==> config.mk <==
export PLATFORM = sky130hd
export DESIGN_NAME = tcc_pin_unit
export DESIGN_NICKNAME = d
export VERILOG_FILES = /design/src/rtl/tcc_pkg.sv /design/src/rtl/tcc_sync.sv /design/src/rtl/tcc_match.sv /design/src/rtl/tcc_chan.sv /design/src/rtl/tcc_pin_unit.sv
export SDC_FILE = /design/constraint.sdc
export NUM_CORES = 1
export LEC_CHECK = 0
export BUFFER_PORTS_ARGS = -buffer_cell sky130_fd_sc_hd__buf_2
export CAP_MARGIN = 30
export CORE_MARGIN = 3
export CORE_UTILIZATION = 31
export DETAILED_ROUTE_END_ITERATION = 6
export PLACE_DENSITY = 0.57
export REMOVE_ABC_BUFFERS = 1
export SYNTH_ARGS = -nofsm -noshare
export SYNTH_HDL_FRONTEND = slang
export SYNTH_HIERARCHICAL = 1
export SYNTH_SLANG_ARGS = --single-unit
==> constraint.sdc <==
create_clock -name clk -period 1.4 [get_ports clk]
set_input_delay 0.28 -clock clk [delete_from_list [all_inputs] [get_ports clk]]
set_output_delay 0.28 -clock clk [all_outputs]
set_load 0.01 [all_outputs]
==> src/rtl/tcc_pkg.sv <==
package tcc_pkg;
   typedef enum logic [1:0] {
      MODE_TMRINT = 2'b00,
      MODE_TIMING = 2'b01,
      MODE_STD_A  = 2'b10,
      MODE_STD_B  = 2'b11
   } tcc_mode_e;

   typedef struct packed {
      tcc_mode_e mode;
      logic      mask;
      logic      dir;
      logic      pol;
   } tcc_ctrl_t;

   localparam int unsigned BIT_MODE_HI = 13;
   localparam int unsigned BIT_MODE_LO = 12;
   localparam int unsigned BIT_MASK    = 8;
   localparam int unsigned BIT_DIR     = 1;
   localparam int unsigned BIT_POL     = 0;
   localparam int unsigned BIT_EVT     = 8;
   localparam int unsigned BIT_EQ      = 7;
   localparam int unsigned BIT_LVL     = 0;

   localparam logic [1:0] ADDR_CTRL = 2'd0;
   localparam logic [1:0] ADDR_CMP  = 2'd1;
   localparam logic [1:0] ADDR_STS  = 2'd2;
endpackage

==> src/rtl/tcc_sync.sv <==
module tcc_sync #(
   parameter int unsigned STAGES = 2
) (
   input  logic clk,
   input  logic rst_n,
   input  logic d,
   output logic q
);
   if (STAGES < 1) begin : g_bad_stages
      $error("tcc_sync: STAGES must be at least 1");
   end

   if (STAGES == 1) begin : g_single
      logic r;
      always_ff @(posedge clk or negedge rst_n) begin
         if (!rst_n) r <= 1'b0;
         else        r <= d;
      end
      assign q = r;
   end else begin : g_chain
      logic [STAGES-1:0] r;
      always_ff @(posedge clk or negedge rst_n) begin
         if (!rst_n) r <= '0;
         else        r <= {r[STAGES-2:0], d};
      end
      assign q = r[STAGES-1];
   end
endmodule

==> src/rtl/tcc_match.sv <==
module tcc_match #(
   parameter int unsigned TIMER_W = 32,
   parameter int unsigned CMP_W   = 16
) (
   input  logic               clk,
   input  logic               rst_n,
   input  logic [TIMER_W-1:0] timer,
   input  logic [CMP_W-1:0]   cmp,
   output logic               match
);
   if (CMP_W > TIMER_W) begin : g_bad_width
      $error("tcc_match: CMP_W exceeds TIMER_W");
   end

   logic [TIMER_W-1:0] timer_q;
   logic               tick;

   always_ff @(posedge clk or negedge rst_n) begin
      if (!rst_n) timer_q <= '0;
      else        timer_q <= timer;
   end

   assign tick  = (timer != timer_q);
   assign match = tick && (timer[CMP_W-1:0] == cmp);
endmodule

==> src/rtl/tcc_chan.sv <==
module tcc_chan
   import tcc_pkg::*;
#(
   parameter int unsigned CMP_W = 16
) (
   input  logic             clk,
   input  logic             rst_n,
   input  tcc_mode_e        mode,
   input  logic             dir,
   input  logic             pol,
   input  logic             pin_lvl,
   input  logic             match,
   input  logic [CMP_W-1:0] timer_lo,
   input  logic             cmp_we,
   input  logic [CMP_W-1:0] cmp_wdata,
   input  logic             clr_evt,
   input  logic             clr_eq,
   input  logic             latch_clr,
   output logic [CMP_W-1:0] cmp_q,
   output logic             evt_q,
   output logic             eq_q,
   output logic             toggle_q
);
   logic timing_in, timing_out, tmrint;
   logic evt_set, eq_set;

   assign timing_in  = (mode == MODE_TIMING) && !dir;
   assign timing_out = (mode == MODE_TIMING) &&  dir;
   assign tmrint     = (mode == MODE_TMRINT);

   assign evt_set = timing_in && !evt_q && (pin_lvl == pol);
   assign eq_set  = match && ((timing_in && !evt_q && !evt_set) || timing_out || tmrint);

   always_ff @(posedge clk or negedge rst_n) begin
      if (!rst_n) begin
         cmp_q    <= '0;
         evt_q    <= 1'b0;
         eq_q     <= 1'b0;
         toggle_q <= 1'b0;
      end else begin
         if (evt_set)     cmp_q <= timer_lo;
         else if (cmp_we) cmp_q <= cmp_wdata;

         if (evt_set)      evt_q <= 1'b1;
         else if (clr_evt) evt_q <= 1'b0;

         if (eq_set)      eq_q <= 1'b1;
         else if (clr_eq) eq_q <= 1'b0;

         if (latch_clr)                toggle_q <= 1'b0;
         else if (timing_out && match) toggle_q <= ~toggle_q;
      end
   end

   // a level hit while waiting records the event and the timer value
   a_r3_capture: assert property (@(posedge clk) disable iff (!rst_n)
      (timing_in && !evt_q && (pin_lvl == pol)) |=> (evt_q && cmp_q == $past(timer_lo)));

   // no timeout is reported once the event is recorded
   a_r4_no_eq_after_evt: assert property (@(posedge clk) disable iff (!rst_n)
      (timing_in && evt_q && !eq_q) |=> !eq_q);

   // a match in output timing mode flips the latch
   a_r7_toggle: assert property (@(posedge clk) disable iff (!rst_n)
      (timing_out && match && !latch_clr) |=> (toggle_q != $past(toggle_q)));

   // the clearing write leaves the latch low
   a_r8_latch_clr: assert property (@(posedge clk) disable iff (!rst_n)
      latch_clr |=> !toggle_q);
endmodule

==> src/rtl/tcc_pin_unit.sv <==
module tcc_pin_unit
   import tcc_pkg::*;
#(
   parameter int unsigned TIMER_W     = 32,
   parameter int unsigned CMP_W       = 16,
   parameter int unsigned DATA_W      = 16,
   parameter int unsigned SYNC_STAGES = 2
) (
   input  logic               clk,
   input  logic               rst_n,
   input  logic               reg_we,
   input  logic [1:0]         reg_addr,
   input  logic [DATA_W-1:0]  reg_wdata,
   output logic [DATA_W-1:0]  reg_rdata,
   input  logic [TIMER_W-1:0] timer_cnt,
   input  logic               pin_in,
   output logic               pin_out,
   output logic               pin_oe,
   output logic               irq
);
   localparam int unsigned CTRL_TOP = BIT_MODE_HI + 1;

   if (DATA_W < CTRL_TOP) begin : g_bad_data
      $error("tcc_pin_unit: DATA_W too narrow for the control fields");
   end
   if (DATA_W < CMP_W) begin : g_bad_cmp
      $error("tcc_pin_unit: DATA_W narrower than CMP_W");
   end

   tcc_ctrl_t        ctrl_q;
   logic             ctrl_we, cmp_we, sts_we;
   logic             pin_lvl, match;
   logic [CMP_W-1:0] cmp_q;
   logic             evt_flag, eq_flag, toggle;

   assign ctrl_we = reg_we && (reg_addr == ADDR_CTRL);
   assign cmp_we  = reg_we && (reg_addr == ADDR_CMP);
   assign sts_we  = reg_we && (reg_addr == ADDR_STS);

   always_ff @(posedge clk or negedge rst_n) begin
      if (!rst_n) begin
         ctrl_q <= '0;
      end else if (ctrl_we) begin
         ctrl_q.mode <= tcc_mode_e'(reg_wdata[BIT_MODE_HI:BIT_MODE_LO]);
         ctrl_q.mask <= reg_wdata[BIT_MASK];
         ctrl_q.dir  <= reg_wdata[BIT_DIR];
         ctrl_q.pol  <= reg_wdata[BIT_POL];
      end
   end

   tcc_sync #(.STAGES(SYNC_STAGES)) u_sync (
      .clk(clk), .rst_n(rst_n), .d(pin_in), .q(pin_lvl)
   );

   tcc_match #(.TIMER_W(TIMER_W), .CMP_W(CMP_W)) u_match (
      .clk(clk), .rst_n(rst_n), .timer(timer_cnt), .cmp(cmp_q), .match(match)
   );

   tcc_chan #(.CMP_W(CMP_W)) u_chan (
      .clk       (clk),
      .rst_n     (rst_n),
      .mode      (ctrl_q.mode),
      .dir       (ctrl_q.dir),
      .pol       (ctrl_q.pol),
      .pin_lvl   (pin_lvl),
      .match     (match),
      .timer_lo  (timer_cnt[CMP_W-1:0]),
      .cmp_we    (cmp_we),
      .cmp_wdata (reg_wdata[CMP_W-1:0]),
      .clr_evt   (sts_we && reg_wdata[BIT_EVT]),
      .clr_eq    (sts_we && reg_wdata[BIT_EQ]),
      .latch_clr (ctrl_we && reg_wdata[BIT_MODE_HI]),
      .cmp_q     (cmp_q),
      .evt_q     (evt_flag),
      .eq_q      (eq_flag),
      .toggle_q  (toggle)
   );

   assign pin_oe  = ctrl_q.dir;
   assign pin_out = (ctrl_q.mode == MODE_TIMING && ctrl_q.dir) ? (toggle ^ ctrl_q.pol) : ctrl_q.pol;

   always_comb begin
      unique case (ctrl_q.mode)
         MODE_TIMING: irq = (evt_flag || eq_flag) && !ctrl_q.mask;
         MODE_TMRINT: irq = eq_flag;
         default:     irq = 1'b0;
      endcase
   end

   always_comb begin
      reg_rdata = '0;
      unique case (reg_addr)
         ADDR_CTRL: begin
            reg_rdata[BIT_MODE_HI:BIT_MODE_LO] = ctrl_q.mode;
            reg_rdata[BIT_MASK]                = ctrl_q.mask;
            reg_rdata[BIT_DIR]                 = ctrl_q.dir;
            reg_rdata[BIT_POL]                 = ctrl_q.pol;
         end
         ADDR_CMP: reg_rdata[CMP_W-1:0] = cmp_q;
         ADDR_STS: begin
            reg_rdata[BIT_EVT] = evt_flag;
            reg_rdata[BIT_EQ]  = eq_flag;
            reg_rdata[BIT_LVL] = pin_lvl;
         end
         default: reg_rdata = '0;
      endcase
   end

   // a timer that holds still cannot raise a new timeout/compare flag
   a_r6_hold_quiet: assert property (@(posedge clk) disable iff (!rst_n)
      ($past(rst_n) && !sts_we && $stable(timer_cnt) && eq_flag == $past(eq_flag)) |=> $stable(eq_flag));

   // timer-interrupt mode ignores the mask
   a_r10_mask_override: assert property (@(posedge clk) disable iff (!rst_n)
      (ctrl_q.mode == MODE_TMRINT && eq_flag && ctrl_q.mask) |-> irq);

   // standard mode never sets the equal flag
   a_r11_std_quiet: assert property (@(posedge clk) disable iff (!rst_n)
      (ctrl_q.mode[1] && !eq_flag) |=> !eq_flag);

   // masked timing mode keeps the interrupt low
   a_r9_masked: assert property (@(posedge clk) disable iff (!rst_n)
      (ctrl_q.mode == MODE_TIMING && ctrl_q.mask) |-> !irq);
endmodule

; ---- After elaboration in Yosys (flattened, before gate mapping)
; Index checks and enable logic that the tools add are counted.
[totals]
ff_bits = 58
input_bits = 54
elab_cells = 64
[classes]
n_eq_ne = 6
n_mux = 18
bitwise = 2
n_reduce_logical = 28
[ops]
columns = op, count
row1 = 16-bit two-way mux, 2
row2 = 32-bit != test, 1
row3 = 16-bit == test, 1
row4 = 1-bit logical AND, 15
row5 = 2-bit nonzero test, 4
row6 = 1-bit two-way mux, 7
row7 = 1-bit case mux with 2 select lines, 3
row8 = 1-bit case mux with 3 select lines, 2
row9 = 5-bit two-way mux, 1
row10 = "2-bit by 1-bit == test with 1-bit output, second input constant", 2
row11 = 1-bit logical NOT, 4
row12 = 2-bit logical NOT, 2
row13 = 2-bit case mux with 2 select lines, 1
row14 = 1-bit logical OR, 3
row15 = 3-bit two-way mux, 1
row16 = "2-bit == test, second input constant", 1
row17 = 2-bit two-way mux, 1
row18 = 1-bit == test, 1
row19 = 1-bit NOT, 1
row20 = 1-bit bitwise XOR, 1

; ---- Depth between registers and ports, before layout
; Gate-level depths: netlist of run 1.
[logic_depth]
word_depth = 10
depth_mapped = 8
depth_no_buf = 7

; ---- Modules after synthesis
; The synthesis of run 1 kept the hierarchy.
[by_module_without_submodules]
columns = module, n_inst, cells_per_inst, area_each_um2, seq_area_each_um2
row1 = tcc_match, 1, 96, 1345.0, 800.8
row2 = tcc_chan, 1, 66, 991.0, 475.5
row3 = tcc_pin_unit, 1, 50, 479.2, 125.1
row4 = tcc_sync, 1, 2, 50.0, 50.0

; ---- Least setup slack after synthesis of run 1
; OpenSTA, ideal clock, no wires.
[synth_path]
path_type = in2reg
start = input reg_addr[1]
end = register u_chan.cmp_q[14]
setup_ns = 0.125
t_arrival_ns = 1.867
path_slack_ns = -0.592
cell_stages = 8
n_path_buf = 3
cell_sequence = inv_1 -> ha_1 -> clkbuf_1 -> and2_1 -> buf_2 -> buf_4 -> mux2_2 -> mux2_2
[synth_between]
elab_chain_len = 3
[synth_rtl]
columns = element, line_no
row1 = "start, declared", tcc_pin_unit.sv:12  ; input logic [1:0] reg_addr,
row2 = 2-bit by 1-bit == test with 1-bit output, tcc_pin_unit.sv:37  ; assign cmp_we = reg_we && (reg_addr == ADDR_CMP);
row3 = 1-bit logical AND, tcc_pin_unit.sv:37
row4 = net cmp_we, tcc_pin_unit.sv:31  ; logic ctrl_we, cmp_we, sts_we;
row5 = 2-bit nonzero test (no line), -
row6 = "end signal, assigned", tcc_chan.sv:41  ; if (evt_set) cmp_q <= timer_lo;
row7 = "end signal, assigned", tcc_chan.sv:42  ; else if (cmp_we) cmp_q <= cmp_wdata;
row8 = "end, declared", tcc_chan.sv:19  ; output logic [CMP_W-1:0] cmp_q,
; The timed path passes the listed nets, and every way through them passes these cells.
; A chain may end at the register's enable or synchronous reset.

; ---- Worst setup path after layout of run 1
[layout_path]
start = register u_chan.cmp_q[5]
end = register u_chan.toggle_q
[layout_between]
elab_chain_len = 4
[layout_rtl]
columns = element, line_no
row1 = 16-bit == test, tcc_match.sv:24  ; assign match = tick && (timer[CMP_W-1:0] == cmp);
row2 = 1-bit logical AND, tcc_match.sv:24
row3 = net match, tcc_pin_unit.sv:32  ; logic pin_lvl, match;
row4 = 1-bit logical AND, tcc_chan.sv:51  ; else if (timing_out && match) toggle_q <= ~toggle_q;
row5 = 2-bit nonzero test (no line), -
row6 = "end signal, assigned", tcc_chan.sv:51
row7 = "end, declared", tcc_chan.sv:22  ; output logic toggle_q
; The timed path passes the listed nets, and every way through them passes these cells.

==> out/results.env, run 1 <==
DP_CELL_COUNT=429
MULTI_INPUT_AREA_MM2=0.00146
YOSYSWARNINGS=6
FIRST_GLOBAL_VIAS=2269
HOLD_CLASS='input port to flip-flop'
CTS_NUM_SINKS=58
FP-ROW-COUNT=34
DIEWIDTH_UM=102
GRT_SETUP_UNREPAIRED='yes'
FINALCRITICALPERIOD_NS=1.68
CTSROOTBUFFERMASTER='sky130_fd_sc_hd__clkbuf_8'
CTS_BUFFERS=9
UTILIZATION_PCT=47.1
SYNTH_TOP_AREA_SHARE_PCT=50.7
DIE_H_UM=102
WORST-ENDPOINT-REQUIRED_NS=1.66
HOLD_VIOL_FINAL=0
TIMING.CRITICAL_PATH.FANOUT_MAX=2
CRITICAL_PATH_ARRIVAL_NS=1.94
CRIT-REG2REG-LAUNCH='u_chan/cmp_q[5]'
VIOLATIONS='setup timing'
TIMING.FINAL.WS_SETUP_NS=-0.276
REPORT.FINAL.SLEW_VIOL_COUNT=0
SYNTH.YOSYS.SEQ_AREA_SHARE_PCT=50.7
TRITONCTS='done'
FF2FF_PATH_DEPTH=7
CRITICAL_PATH_STARTPOINT_CATEGORY='flip-flop'
SYNTH_TOP_CELLS_BY_COUNT='58 x sky130_fd_sc_hd__dfrtp_1, 33 x sky130_fd_sc_hd__xnor2_1, 23 x sky130_fd_sc_hd__mux2_2'
AREA_USED_BY_SEQUENTIAL_LOGIC_IN_THE_LAYOUT_MM2=0.00145
WORST_PIN_SLEW_NS=0.310
DIEAREA_MM2=0.0104
INITIAL_CORE_UTILIZATION_PCT=32.4
MIN-DELAY-START='pin_in'
SLEW-LIMIT-HEADROOM_PCT=79.2
SYNTHARSTFLOPSHARE_PCT=100
FILLERINSTANCES=816
DRV_CAP=0
STATUS='finished with violations'
YOSYS_REGISTER_BITS=58
INSERTEDDIODECOUNT=0
CLOCK-SKEW-FINAL_NS=0.0114
YOSYS-TOP-CELLS-AREA='sky130_fd_sc_hd__dfrtp_1 51%, sky130_fd_sc_hd__xnor2_1 10%, sky130_fd_sc_hd__mux2_2 9.0%'
CLOCK_TREE.BUFFER_DEPTH=2
TIMING.HOLD.WORST_PATH_DEPTH=1
SYNTH.CELL_AREA_MM2=0.00287
HTREE_NUM_LEVELS=3
IO_PINS=73
SLOWEST_STAGE='sky130_fd_sc_hd__dfrtp_1'
CRIT-REG2REG-CAPTURE='u_chan/toggle_q'
CTS.CLK_SLEW.WORST_PATHS_NS=0.06
FF2FF_SETUP_SLACK_NS=-0.28
FLOORPLAN.CORE_AREA_MM2=0.00885
GRT_PASS1_WL_MM=11.5
POSTROUTEWIRELENGTH_MM=7.37
TIMING.CRITICAL_PATH.SLOWEST_CELL_DELAY_NS=0.39
DOMINANTREGCELLSYNTH='sky130_fd_sc_hd__dfrtp_1'
NUMPORTBUFFERS=72
POST_ROUTE_CELLS_DRIVE_ABOVE_1_SHARE_PCT=58.8
CELL_WITH_THE_MOST_INSTANCES_ON_THE_WORST_PATH='sky130_fd_sc_hd__xor2_1'
PLACE_CONGESTION=0.898
POWER_DENSITY_mW_PER_MM2=1410
FINAL.PERIOD_UTILIZATION_PCT=120
DPL_WORST_SLACK_NS=-0.414
MAXCLOCKFREQUENCY_MHz=597
FINISH.NET_COUNT=401
SYNTHDOMINANTAREACELLTYPE='sky130_fd_sc_hd__dfrtp_1'
MAXIMUM_NUMBER_OF_PINS_ON_ONE_NET_BEFORE_GLOBAL_ROUTE_REPAIR=59
FINALSETUPVIOLCOUNT=22
CRITICAL_PATH_BUF_INV_COUNT=0
MAX-VDD-IR-DROP_uV=731
POWER.STATIC_LEAKAGE_nW=1.93
GRT_ANTENNA_BEFORE_REPAIR=0
CLOCK_INSERTION_DELAY_WORST_SKEW_NS=0.34
TIMING.SETUP.CRITICAL_PATH_CLASS='flip-flop to flip-flop'
SYNTH.MOST_COMMON_CELL='sky130_fd_sc_hd__dfrtp_1'
DETAIL-ROUTE-ANTENNA-NETS=0
FINISH.CELL_COUNT_WITHOUT_FILLERS=455
END_KIND='flip-flop'
TOTAL_POWER_mW=5.89
FINALSETUPTNS_NS=-1.90
POST_SYNTH.CELL_AREA_AVG_UM2=13.4
SYNTH-EDFF-COUNT=0
ROUTE.DETAILED.VIAS_PER_INST=4.61
PATH_DELAY_FAMILY='simple AND/OR/NAND/NOR gates'
WORSTPATHCELLLIST='xor2_1 > nor4_2 > nand4_1 > a21oi_2 > nand4b_1 > xor2_1 > nor2_1'
REMAINING_DRC_ERRORS=0
DETAIL_ROUTE.FIRST_PASS.ITERATIONS=4
FIRST_ITER_VIOLATIONS=47
GRT-OVFL-TOTAL=0
AREA_DELTA_SYNTH_FINAL_PCT=45.3
SYNTHDISTINCTLIBCELLS=33
ROUTEDWLPERCELL_UM=16.2
ROUTED-VIA-COUNT=2098
GR-USAGE-ALL-LAYERS_PCT=14.9
POST_SYNTH_INST_COUNT=214
DETAILED_PLACE_HPWL_MM=5.19
WHS_ENDPOINT='u_sync/g_chain.r[0]'
## kinds of logic (layout without fill, tap and decap cells)
| logic type | Yosys count | in the layout | share of synthesized area [%] |
|---|---|---|---|
| AO/OA/AOI/OAI | 15 | 15 | 3.71 |
| adder cells (fa/ha/maj) | 5 | 5 | 2.18 |
| XOR/XNOR | 51 | 51 | 15.9 |
| multiplexers | 36 | 36 | 15.9 |
| buffers and inverters | 9 | 142 | 1.62 |
| AND/OR/NAND/NOR | 40 | 40 | 10.1 |
| flip-flops | 58 | 58 | 50.7 |
## layer usage
metal | GRT usage, % | wire length [µm]
met1 | 18.4 | 3260
met2 | 24.1 | 3640
met3 | 5.73 | 407
met4 | 4.44 | 60
met5 | 0 | 0
## worst register-to-register path, delay by kind of cell (launching register included)
family,cells,cell delay (ns)
compound gates,1,0.17
simple gates,4,0.74
xor+xnor,2,0.32
flops,1,0.39
## report_power, final
group          switching [mW]  internal, mW  total [mW]
sequential              0.257          1.99        2.24
clock                   0.676         0.809        1.49
combinational           0.821          1.34        2.16
## state kept, by name (all words and copies together) (netlist names)
name              flops
u_chan/cmp_q         16
u_chan/toggle_q       1
u_chan/eq_q           1
ctrl_q                4
u_sync/g_chain.r      2
u_chan/evt_q          1
pin_oe                1
u_match/timer_q      32
## metrics by stage
stage | hold WS (ns) | area (µm²)
finish | 0.0602 | 4160
global route | 0.0302 | 4160
CTS | 0.0422 | 4080
detailed placement | 0.315 | 3660
global placement | 0.312 | 3660
floorplan | -0.0156 | 2840
## what timing repair did
| action | in CTS | in global routing |
|---|---|---|
| setup buffers | 8 | 6 |
| hold buffers | 1 | 0 |
| resized for setup | 41 | 21 |
| pin swaps | 19 | 13 |
| endpoints found under the setup margin | 26 | 36 |
| gates cloned | 1 | 0 |
| endpoints found under the hold margin | 58 | 0 |
## cell type report
cell class | count | area share, %
Sequential cell | 58 | 34.9
Clock buffer | 10 | 3.06
Timing Repair Buffer | 121 | 21.8
Multi-Input combinational cell | 147 | 35.2
Inverter | 5 | 0.511
Tap cell | 108 | 3.25
Clock inverter | 6 | 1.38
## how the worst max path moves through the flow
stage | from | end | slack (ns) | cells after the start
after detailed placement | timer_cnt[10] | u_chan/toggle_q | -0.41 | 9
after global routing | u_chan/cmp_q[8] | reg_rdata[8] | -0.37 | 4
after floorplan | reg_addr[1] | u_chan/cmp_q[10] | -0.56 | 5
after CTS | u_chan/cmp_q[10] | u_chan/toggle_q | -0.27 | 7
final | u_chan/cmp_q[5] | u_chan/toggle_q | -0.28 | 7
after global placement | timer_cnt[10] | u_chan/toggle_q | -0.45 | 9
## layout by cell type (no fill, tap or decap), types with 2 or more instances in the layout
| cell | count |
|---|---|
| sky130_fd_sc_hd__ha_4 | 2 |
| sky130_fd_sc_hd__mux2_4 | 13 |
| sky130_fd_sc_hd__nand4_1 | 9 |
| sky130_fd_sc_hd__buf_4 | 25 |
| sky130_fd_sc_hd__nor4_2 | 5 |
| sky130_fd_sc_hd__buf_12 | 3 |
| sky130_fd_sc_hd__xnor2_1 | 32 |
| sky130_fd_sc_hd__mux2_2 | 23 |
| sky130_fd_sc_hd__xnor2_2 | 2 |
| sky130_fd_sc_hd__inv_1 | 3 |
| sky130_fd_sc_hd__and3_1 | 2 |
| sky130_fd_sc_hd__nand4b_1 | 2 |
| sky130_fd_sc_hd__buf_2 | 62 |
| sky130_fd_sc_hd__a21oi_2 | 4 |
| sky130_fd_sc_hd__ha_2 | 2 |
| sky130_fd_sc_hd__and2_4 | 8 |
| sky130_fd_sc_hd__dfrtp_1 | 57 |
| sky130_fd_sc_hd__a222oi_1 | 2 |
| sky130_fd_sc_hd__and2_1 | 3 |
| sky130_fd_sc_hd__clkinv_2 | 4 |
| sky130_fd_sc_hd__nor2_1 | 5 |
| sky130_fd_sc_hd__buf_6 | 30 |
| sky130_fd_sc_hd__clkbuf_8 | 9 |
| sky130_fd_sc_hd__a31oi_1 | 2 |
| sky130_fd_sc_hd__xor2_1 | 17 |
| sky130_fd_sc_hd__o21ai_0 | 2 |
(Power assumes the default switching activity.)
==> run 2: changes to the inputs <==
- BUFFER_PORTS_ARGS: -buffer_cell sky130_fd_sc_hd__buf_2 -> not set
- DONT_BUFFER_PORTS: not set -> 1
- PLACE_DENSITY: 0.57 -> 0.5
==> out/results.env, run 2 (synthesis gave the netlist of run 1 again) <==
STATUS='finished with violations'
VIOLATIONS='hold timing, setup timing'
DIE_H_UM=102  # unchanged
MOST_COMMON_LIBRARY_CELL_IN_THE_LAYOUT_IGNORING_FILL_AND_TAPS='sky130_fd_sc_hd__dfrtp_1'
WORST_PIN_SLEW_NS=0.378  # +0.0682 ns
TIMING.SETUP.CRITICAL_PATH_CLASS='flip-flop to primary output'
UTILIZATION_PCT=44.6  # -2.5 points
CLOCK-SKEW-FINAL_NS=0.00595  # -0.00541 ns
CTS.HOLD.BUFFERS_ADDED=33  # +32
GR-USAGE-ALL-LAYERS_PCT=14.9  # +0.019 points
SLEW-LIMIT-HEADROOM_PCT=74.8  # -4.4 points
FIRST_GLOBAL_VIAS=2124  # -6.4%
POSTLAYOUTCELLAREA_MM2=0.00394  # -5.3%
GRT_SETUP_UNREPAIRED='yes'
DIEAREA_MM2=0.0104  # unchanged
FIRST_ITER_VIOLATIONS=46  # -2.1%
CTS.CLK_SLEW.WORST_PATHS_NS=0.07  # about the same
POSTROUTEWIRELENGTH_MM=7.25  # -1.6%
FINALCRITICALPERIOD_NS=1.66  # -0.0194 ns
DRV_CAP=0  # unchanged
TIMING.CRITICAL_PATH.FANOUT_MAX=2  # unchanged
IO_PINS=73  # unchanged
INITIAL_CORE_UTILIZATION_PCT=32.4  # unchanged
DETAILED_PLACE_HPWL_MM=4.89  # -5.9%
POWER_DENSITY_mW_PER_MM2=1500  # +6.4%
WORST-ENDPOINT-REQUIRED_NS=1.12  # -0.54 ns
TRITONCTS='done'
MAXCLOCKFREQUENCY_MHz=604  # +1.2%
TIMING.FINAL.WS_SETUP_NS=-0.256  # +0.0194 ns
FP-ROW-COUNT=34  # unchanged
FLOORPLAN.CORE_AREA_MM2=0.00885  # unchanged
REPORT.FINAL.SLEW_VIOL_COUNT=0  # unchanged
CTS_BUFFERS=9  # unchanged
FILLERINSTANCES=846  # +3.7%
ROUTEDWLPERCELL_UM=18.3  # +13%
NUMPORTBUFFERS=0  # -100%
PLACE_CONGESTION=0.779  # -13%
HTREE_NUM_LEVELS=3  # unchanged
CRITICAL_PATH_ARRIVAL_NS=1.38  # -0.56 ns
CLOCK_INSERTION_DELAY_WORST_SKEW_NS=0.33  # about the same
CRITICAL_PATH_STARTPOINT_CATEGORY='flip-flop'
ROUTED-VIA-COUNT=1905  # -9.2%
DPL_WORST_SLACK_NS=-0.244  # +0.170 ns
DIEWIDTH_UM=102  # unchanged
FF2FF_SETUP_SLACK_NS=-0.21  # +0.07 ns
TOP_REGS='u_match/timer_q x32, u_chan/cmp_q x16, ctrl_q x4'
DETAIL-ROUTE-ANTENNA-NETS=0  # unchanged
AREA_DELTA_SYNTH_FINAL_PCT=37.6
DETAIL_ROUTE.FIRST_PASS.ITERATIONS=4  # unchanged
FINAL.PERIOD_UTILIZATION_PCT=118  # -1.4 points
MAX_FLOP_REGISTER='u_match/timer_q'
ROUTE.DETAILED.VIAS_PER_INST=4.81  # +4.3%
REMAINING_DRC_ERRORS=0  # unchanged
FINISH.NET_COUNT=342  # -15%
FINALSETUPVIOLCOUNT=17  # -23%
HOLD_CLASS='input port to async pin'
POSTPLACECELLAREA_MM2=0.00320  # -13%
GRT_ANTENNA_BEFORE_REPAIR=0  # unchanged
FINAL_CELL_MIX='57 x sky130_fd_sc_hd__dfrtp_1, 33 x sky130_fd_sc_hd__dlygate4sd3_1, 31 x sky130_fd_sc_hd__xnor2_1'
POST_ROUTE_CELLS_DRIVE_ABOVE_1_SHARE_PCT=37.8  # -21 points
LARGEST_REG_FLOPS=32  # unchanged
CTS_NUM_SINKS=58  # unchanged
MAX-VDD-IR-DROP_uV=857  # +17%
MAXIMUM_NUMBER_OF_PINS_ON_ONE_NET_BEFORE_GLOBAL_ROUTE_REPAIR=59  # unchanged
CLOCK_TREE.BUFFER_DEPTH=2  # unchanged
HOLD_VIOL_FINAL=58  # +58
POWER.STATIC_LEAKAGE_nW=1.66  # -14%
END_KIND='primary output'
GRT_PASS1_WL_MM=11.6  # +0.85%
INSERTEDDIODECOUNT=0  # unchanged
GRT-OVFL-TOTAL=0  # unchanged
CTSROOTBUFFERMASTER='sky130_fd_sc_hd__clkbuf_8'
HOLDWS_NS=-0.364  # -0.424 ns
-- run 2: through the flow --
stage | power, mW | instances | TNS, ns
3_5_place_dp | 3.86 | 345 | -3.32
2_1_floorplan | 3.23 | 210 | -8.93
4_1_cts | 5.96 | 395 | -1.21
6_report | 5.93 | 396 | -1.11
3_3_place_gp | 3.84 | 345 | -3.73
5_1_grt | 6.28 | 396 | -2.71
-- run 2: repair_timing --
item                                    4_1_cts  5_1_grt
endpoints found under the setup margin       25       26
gates resized for setup                      29        3
endpoints found under the hold margin        91       58
pin swaps                                    19        6
setup buffers                                 1        1
-- run 2: path summary, 6_finish.rpt --
check	start	to	depth (start not counted)
max	u_chan/cmp_q[8]	reg_rdata[8]	3
min	rst_n	u_match/timer_q[23]	0
max reg2reg	u_chan/cmp_q[14]	u_chan/toggle_q	7
min reg2reg	u_sync/g_chain.r[0]	u_sync/g_chain.r[1]	0
max in group asynchronous	rst_n	ctrl_q[4]	0
min in group clk	reg_wdata[1]	pin_oe	1
-- run 2: worst max-delay path: stages (launching register included) --
cell                       delay [ns]
sky130_fd_sc_hd__dfrtp_1         0.40
sky130_fd_sc_hd__buf_6           0.12
sky130_fd_sc_hd__a222oi_1        0.38
sky130_fd_sc_hd__nor2_1          0.15
-- run 2: final cells by class --
type / instances / area, µm² / share of cell area [%]
multi-input cells: 147 / 1500 / 37.9
flip-flops and latches: 58 / 1450 / 36.8
repair buffers: 62 / 603 / 15.3
clock buffers: 12 / 165 / 4.19
well taps: 108 / 135 / 3.43
clock inverters: 4 / 72.6 / 1.84
inverters: 5 / 18.8 / 0.476
-- run 2: layer usage --
layer / wire (µm) / vias up / global-route usage, %
met3: 551 / 5 / 4.91
met1: 3330 / 939 / 20.5
li1: - / 894 / -
met4: 69 / 0 / 5.15
met5: 0 / - / 0
met2: 3300 / 67 / 22.0
-- run 2: power by group --
part | leakage (nW) | internal [mW] | switching, mW | total, mW
Clock | 0.119 | 1.15 | 0.672 | 1.82
Sequential | 0.681 | 1.99 | 0.223 | 2.21
Combinational | 0.860 | 1.17 | 0.738 | 1.91
==> run 3: changes to the inputs <==
- CORE_ASPECT_RATIO: not set -> 0.6
==> out/results.env, run 3 (synthesis gave the netlist of run 1 again) <==
HOLD_VIOL_FINAL=58  # unchanged
MET3_WIRELENGTH_UM=526  # -4.5%
FIRST_GLOBAL_VIAS=2177  # +2.5%
TOP_REGS='u_match/timer_q x32, u_chan/cmp_q x16, ctrl_q x4'
SWITCHING_SHARE_PCT=27.0  # -0.50 points
DIEAREA_MM2=0.0105  # +0.36%
TRITONCTS='done'
INSERTEDDIODECOUNT=0  # unchanged
ROUTEDWLPERCELL_UM=18.9  # +3.4%
CTSROOTBUFFERMASTER='sky130_fd_sc_hd__clkbuf_16'
FINALSETUPVIOLCOUNT=25  # +8
REPORT.FINAL.SLEW_VIOL_COUNT=0  # unchanged
CRIT-REG2REG-LAUNCH='u_chan/cmp_q[5]'
FIRST_ITER_VIOLATIONS=75  # +63%
GRT_PASS1_WL_MM=12.3  # +6.4%
DPL_WORST_SLACK_NS=-0.409  # -0.165 ns
POWER_DENSITY_mW_PER_MM2=1530  # +1.7%
STATUS='finished with violations'
GRT_SETUP_UNREPAIRED='yes'
FP-ROW-COUNT=26  # -24%
DRV_CAP=0  # unchanged
CLOCK-SKEW-FINAL_NS=0.00624  # +0.000293 ns
DETAILED_PLACE_HPWL_MM=5.13  # +5.0%
UTILIZATION_PCT=47.1  # +2.6 points
TIMING.FINAL.WS_SETUP_NS=-0.266  # -0.00943 ns
LARGEST_REG_FLOPS=32  # unchanged
DIEWIDTH_UM=130  # +27%
CELLINTERNALPOWER_mW=4.61  # +7.1%
POSTROUTEWIRELENGTH_MM=7.76  # +7.0%
PLACE_CONGESTION=0.783  # +0.55%
FF2FF_SETUP_SLACK_NS=-0.25  # -0.04 ns
AREA_DELTA_SYNTH_FINAL_PCT=43.9
CTS_BUFFERS=9  # unchanged
ROUTED-VIA-COUNT=1951  # +2.4%
FF2FF_PATH_DEPTH=7  # unchanged
FINALSETUPTNS_NS=-2.79  # -1.67 ns
CTS.CLK_SLEW.WORST_PATHS_NS=0.05  # -0.02 ns
CLOCK_TREE.BUFFER_DEPTH=2  # unchanged
MAX-VDD-IR-DROP_uV=721  # -16%
HOLDWS_NS=-0.348  # +0.0160 ns
POST_ROUTE_CELLS_DRIVE_ABOVE_1_SHARE_PCT=39.6  # +1.8 points
CRIT-REG2REG-CAPTURE='u_chan/toggle_q'
FINISH.NET_COUNT=353  # +3.2%
DIE_H_UM=80.5  # -21%
CLOCK_POWER_SHARE_PCT=33.7  # +3.1 points
SLEW-LIMIT-HEADROOM_PCT=77.3  # +2.5 points
P_SWITCHING_mW=1.71  # +4.5%
CTS.HOLD.BUFFERS_ADDED=33  # unchanged
CRITICAL_PATH_STARTPOINT_CATEGORY='flip-flop'
GRT_ANTENNA_BEFORE_REPAIR=0  # unchanged
CLOCK_INSERTION_DELAY_WORST_SKEW_NS=0.33  # about the same
END_KIND='primary output'
VIOLATIONS='hold timing, setup timing'
FLOORPLAN.CORE_AREA_MM2=0.00875  # -1.1%
FILLERINSTANCES=791  # -6.5%
WORST_PIN_SLEW_NS=0.340  # -0.0382 ns
MAXIMUM_NUMBER_OF_PINS_ON_ONE_NET_BEFORE_GLOBAL_ROUTE_REPAIR=59  # unchanged
TIMING.CRITICAL_PATH.FANOUT_MAX=2  # unchanged
ROUTE.DETAILED.VIAS_PER_INST=4.76  # -1.1%
DETAIL_ROUTE.FIRST_PASS.ITERATIONS=4  # unchanged
NUMPORTBUFFERS=0  # unchanged
MAX_FLOP_REGISTER='u_match/timer_q'
MOST_COMMON_LIBRARY_CELL_IN_THE_LAYOUT_IGNORING_FILL_AND_TAPS='sky130_fd_sc_hd__dfrtp_1'
DETAIL-ROUTE-ANTENNA-NETS=0  # unchanged
HIGHEST-SIGNAL-LAYER='met4'
INITIAL_CORE_UTILIZATION_PCT=32.7  # +0.36 points
HTREE_NUM_LEVELS=3  # unchanged
WORSTSETUPENDPOINT='reg_rdata[8]'
GRT-OVFL-TOTAL=0  # unchanged
M1WIRELENGTH_MM=4.03  # +21%
TIMING.SETUP.CRITICAL_PATH_CLASS='flip-flop to primary output'
HOLD_CLASS='input port to async pin'
REMAINING_DRC_ERRORS=0  # unchanged
P_COMB_SHARE_PCT=31.0  # -1.2 points
ROUTE.MET2.WL_MM=3.09  # -6.3%
CRITICAL_PATH_ARRIVAL_NS=1.39  # about the same
POWER.STATIC_LEAKAGE_nW=1.79  # +7.8%
FINAL_CELL_MIX='58 x sky130_fd_sc_hd__dfrtp_1, 33 x sky130_fd_sc_hd__dlygate4sd3_1, 29 x sky130_fd_sc_hd__xnor2_1'
FINAL.PERIOD_UTILIZATION_PCT=119  # +0.67 points
IO_PINS=73  # unchanged
WORST-ENDPOINT-REQUIRED_NS=1.12  # about the same
FINALCRITICALPERIOD_NS=1.67  # +0.00943 ns
GR-USAGE-ALL-LAYERS_PCT=16.2  # +1.3 points
MAXCLOCKFREQUENCY_MHz=600  # -0.57%
SEQ_POWER_SHARE_PCT=35.3  # -1.9 points
BEGINNING_OF_THE_CRITICAL_PATH='u_chan/cmp_q[8]'
CTS_NUM_SINKS=58  # unchanged
[run 3: power by group through the flow]
stage               registers, mW  logic [mW]  clock network (mW)
global placement             2.22        1.65                   0
detailed placement           2.24        1.65                   0
global route                 2.27        2.12                2.27
CTS                          2.22        1.94                2.18
floorplan                    2.22        1.00                   0
finish                       2.23        1.96                2.13
[run 3: timing repair]
| action | in CTS | in global routing |
|---|---|---|
| setup endpoints to repair | 17 | 35 |
| setup buffers | 8 | 1 |
| resized for setup | 31 | 6 |
| gates cloned | 1 | 0 |
| hold endpoints to repair | 91 | 58 |
| pin swaps | 30 | 12 |
[run 3: layer usage]
layer  vias to the layer above  GRT usage [%]
met4                         0           5.39
li1                        915              -
met3                        12           6.18
met2                        64           21.4
met1                       960           23.6
met5                         -              0
[run 3: how the worst min path moves through the flow]
stage               slack, ns  cells past startpoint                  end  start
floorplan               -0.02                      0            ctrl_q[0]  rst_n
global placement        -0.01                      0      u_chan/cmp_q[7]  rst_n
detailed placement      -0.01                      0  u_match/timer_q[16]  rst_n
CTS                     -0.36                      0      u_chan/cmp_q[0]  rst_n
global route            -0.37                      0  u_match/timer_q[16]  rst_n
finish                  -0.35                      0  u_match/timer_q[16]  rst_n
[run 3: layout make-up]
cell class,count,area [µm²],area share [%]
clock buffers,12,246,5.98
clock inverters,3,40.0,0.971
inverters,5,18.8,0.455
multi-input cells,147,1510,36.7
flip-flops and latches,58,1450,35.2
well taps,112,140,3.40
repair buffers,73,713,17.3
[run 3: critical path, stage by stage (launching register included)]
cell,delay (ns)
sky130_fd_sc_hd__dfrtp_1,0.40
sky130_fd_sc_hd__buf_6,0.13
sky130_fd_sc_hd__a222oi_1,0.32
sky130_fd_sc_hd__nor2_1,0.07
sky130_fd_sc_hd__buf_4,0.15
[run 3: per-stage QoR]
| step | hold WS (ns) | cells | instance area, µm² | total power, mW |
|---|---|---|---|---|
| 2_1_floorplan | -0.0156 | 210 | 2840 | 3.23 |
| 3_3_place_gp | -0.0128 | 354 | 3240 | 3.87 |
| 3_5_place_dp | -0.0132 | 354 | 3240 | 3.88 |
| 4_1_cts | -0.363 | 410 | 4090 | 6.33 |
| 5_1_grt | -0.368 | 410 | 4120 | 6.65 |
| 6_report | -0.348 | 410 | 4120 | 6.31 |
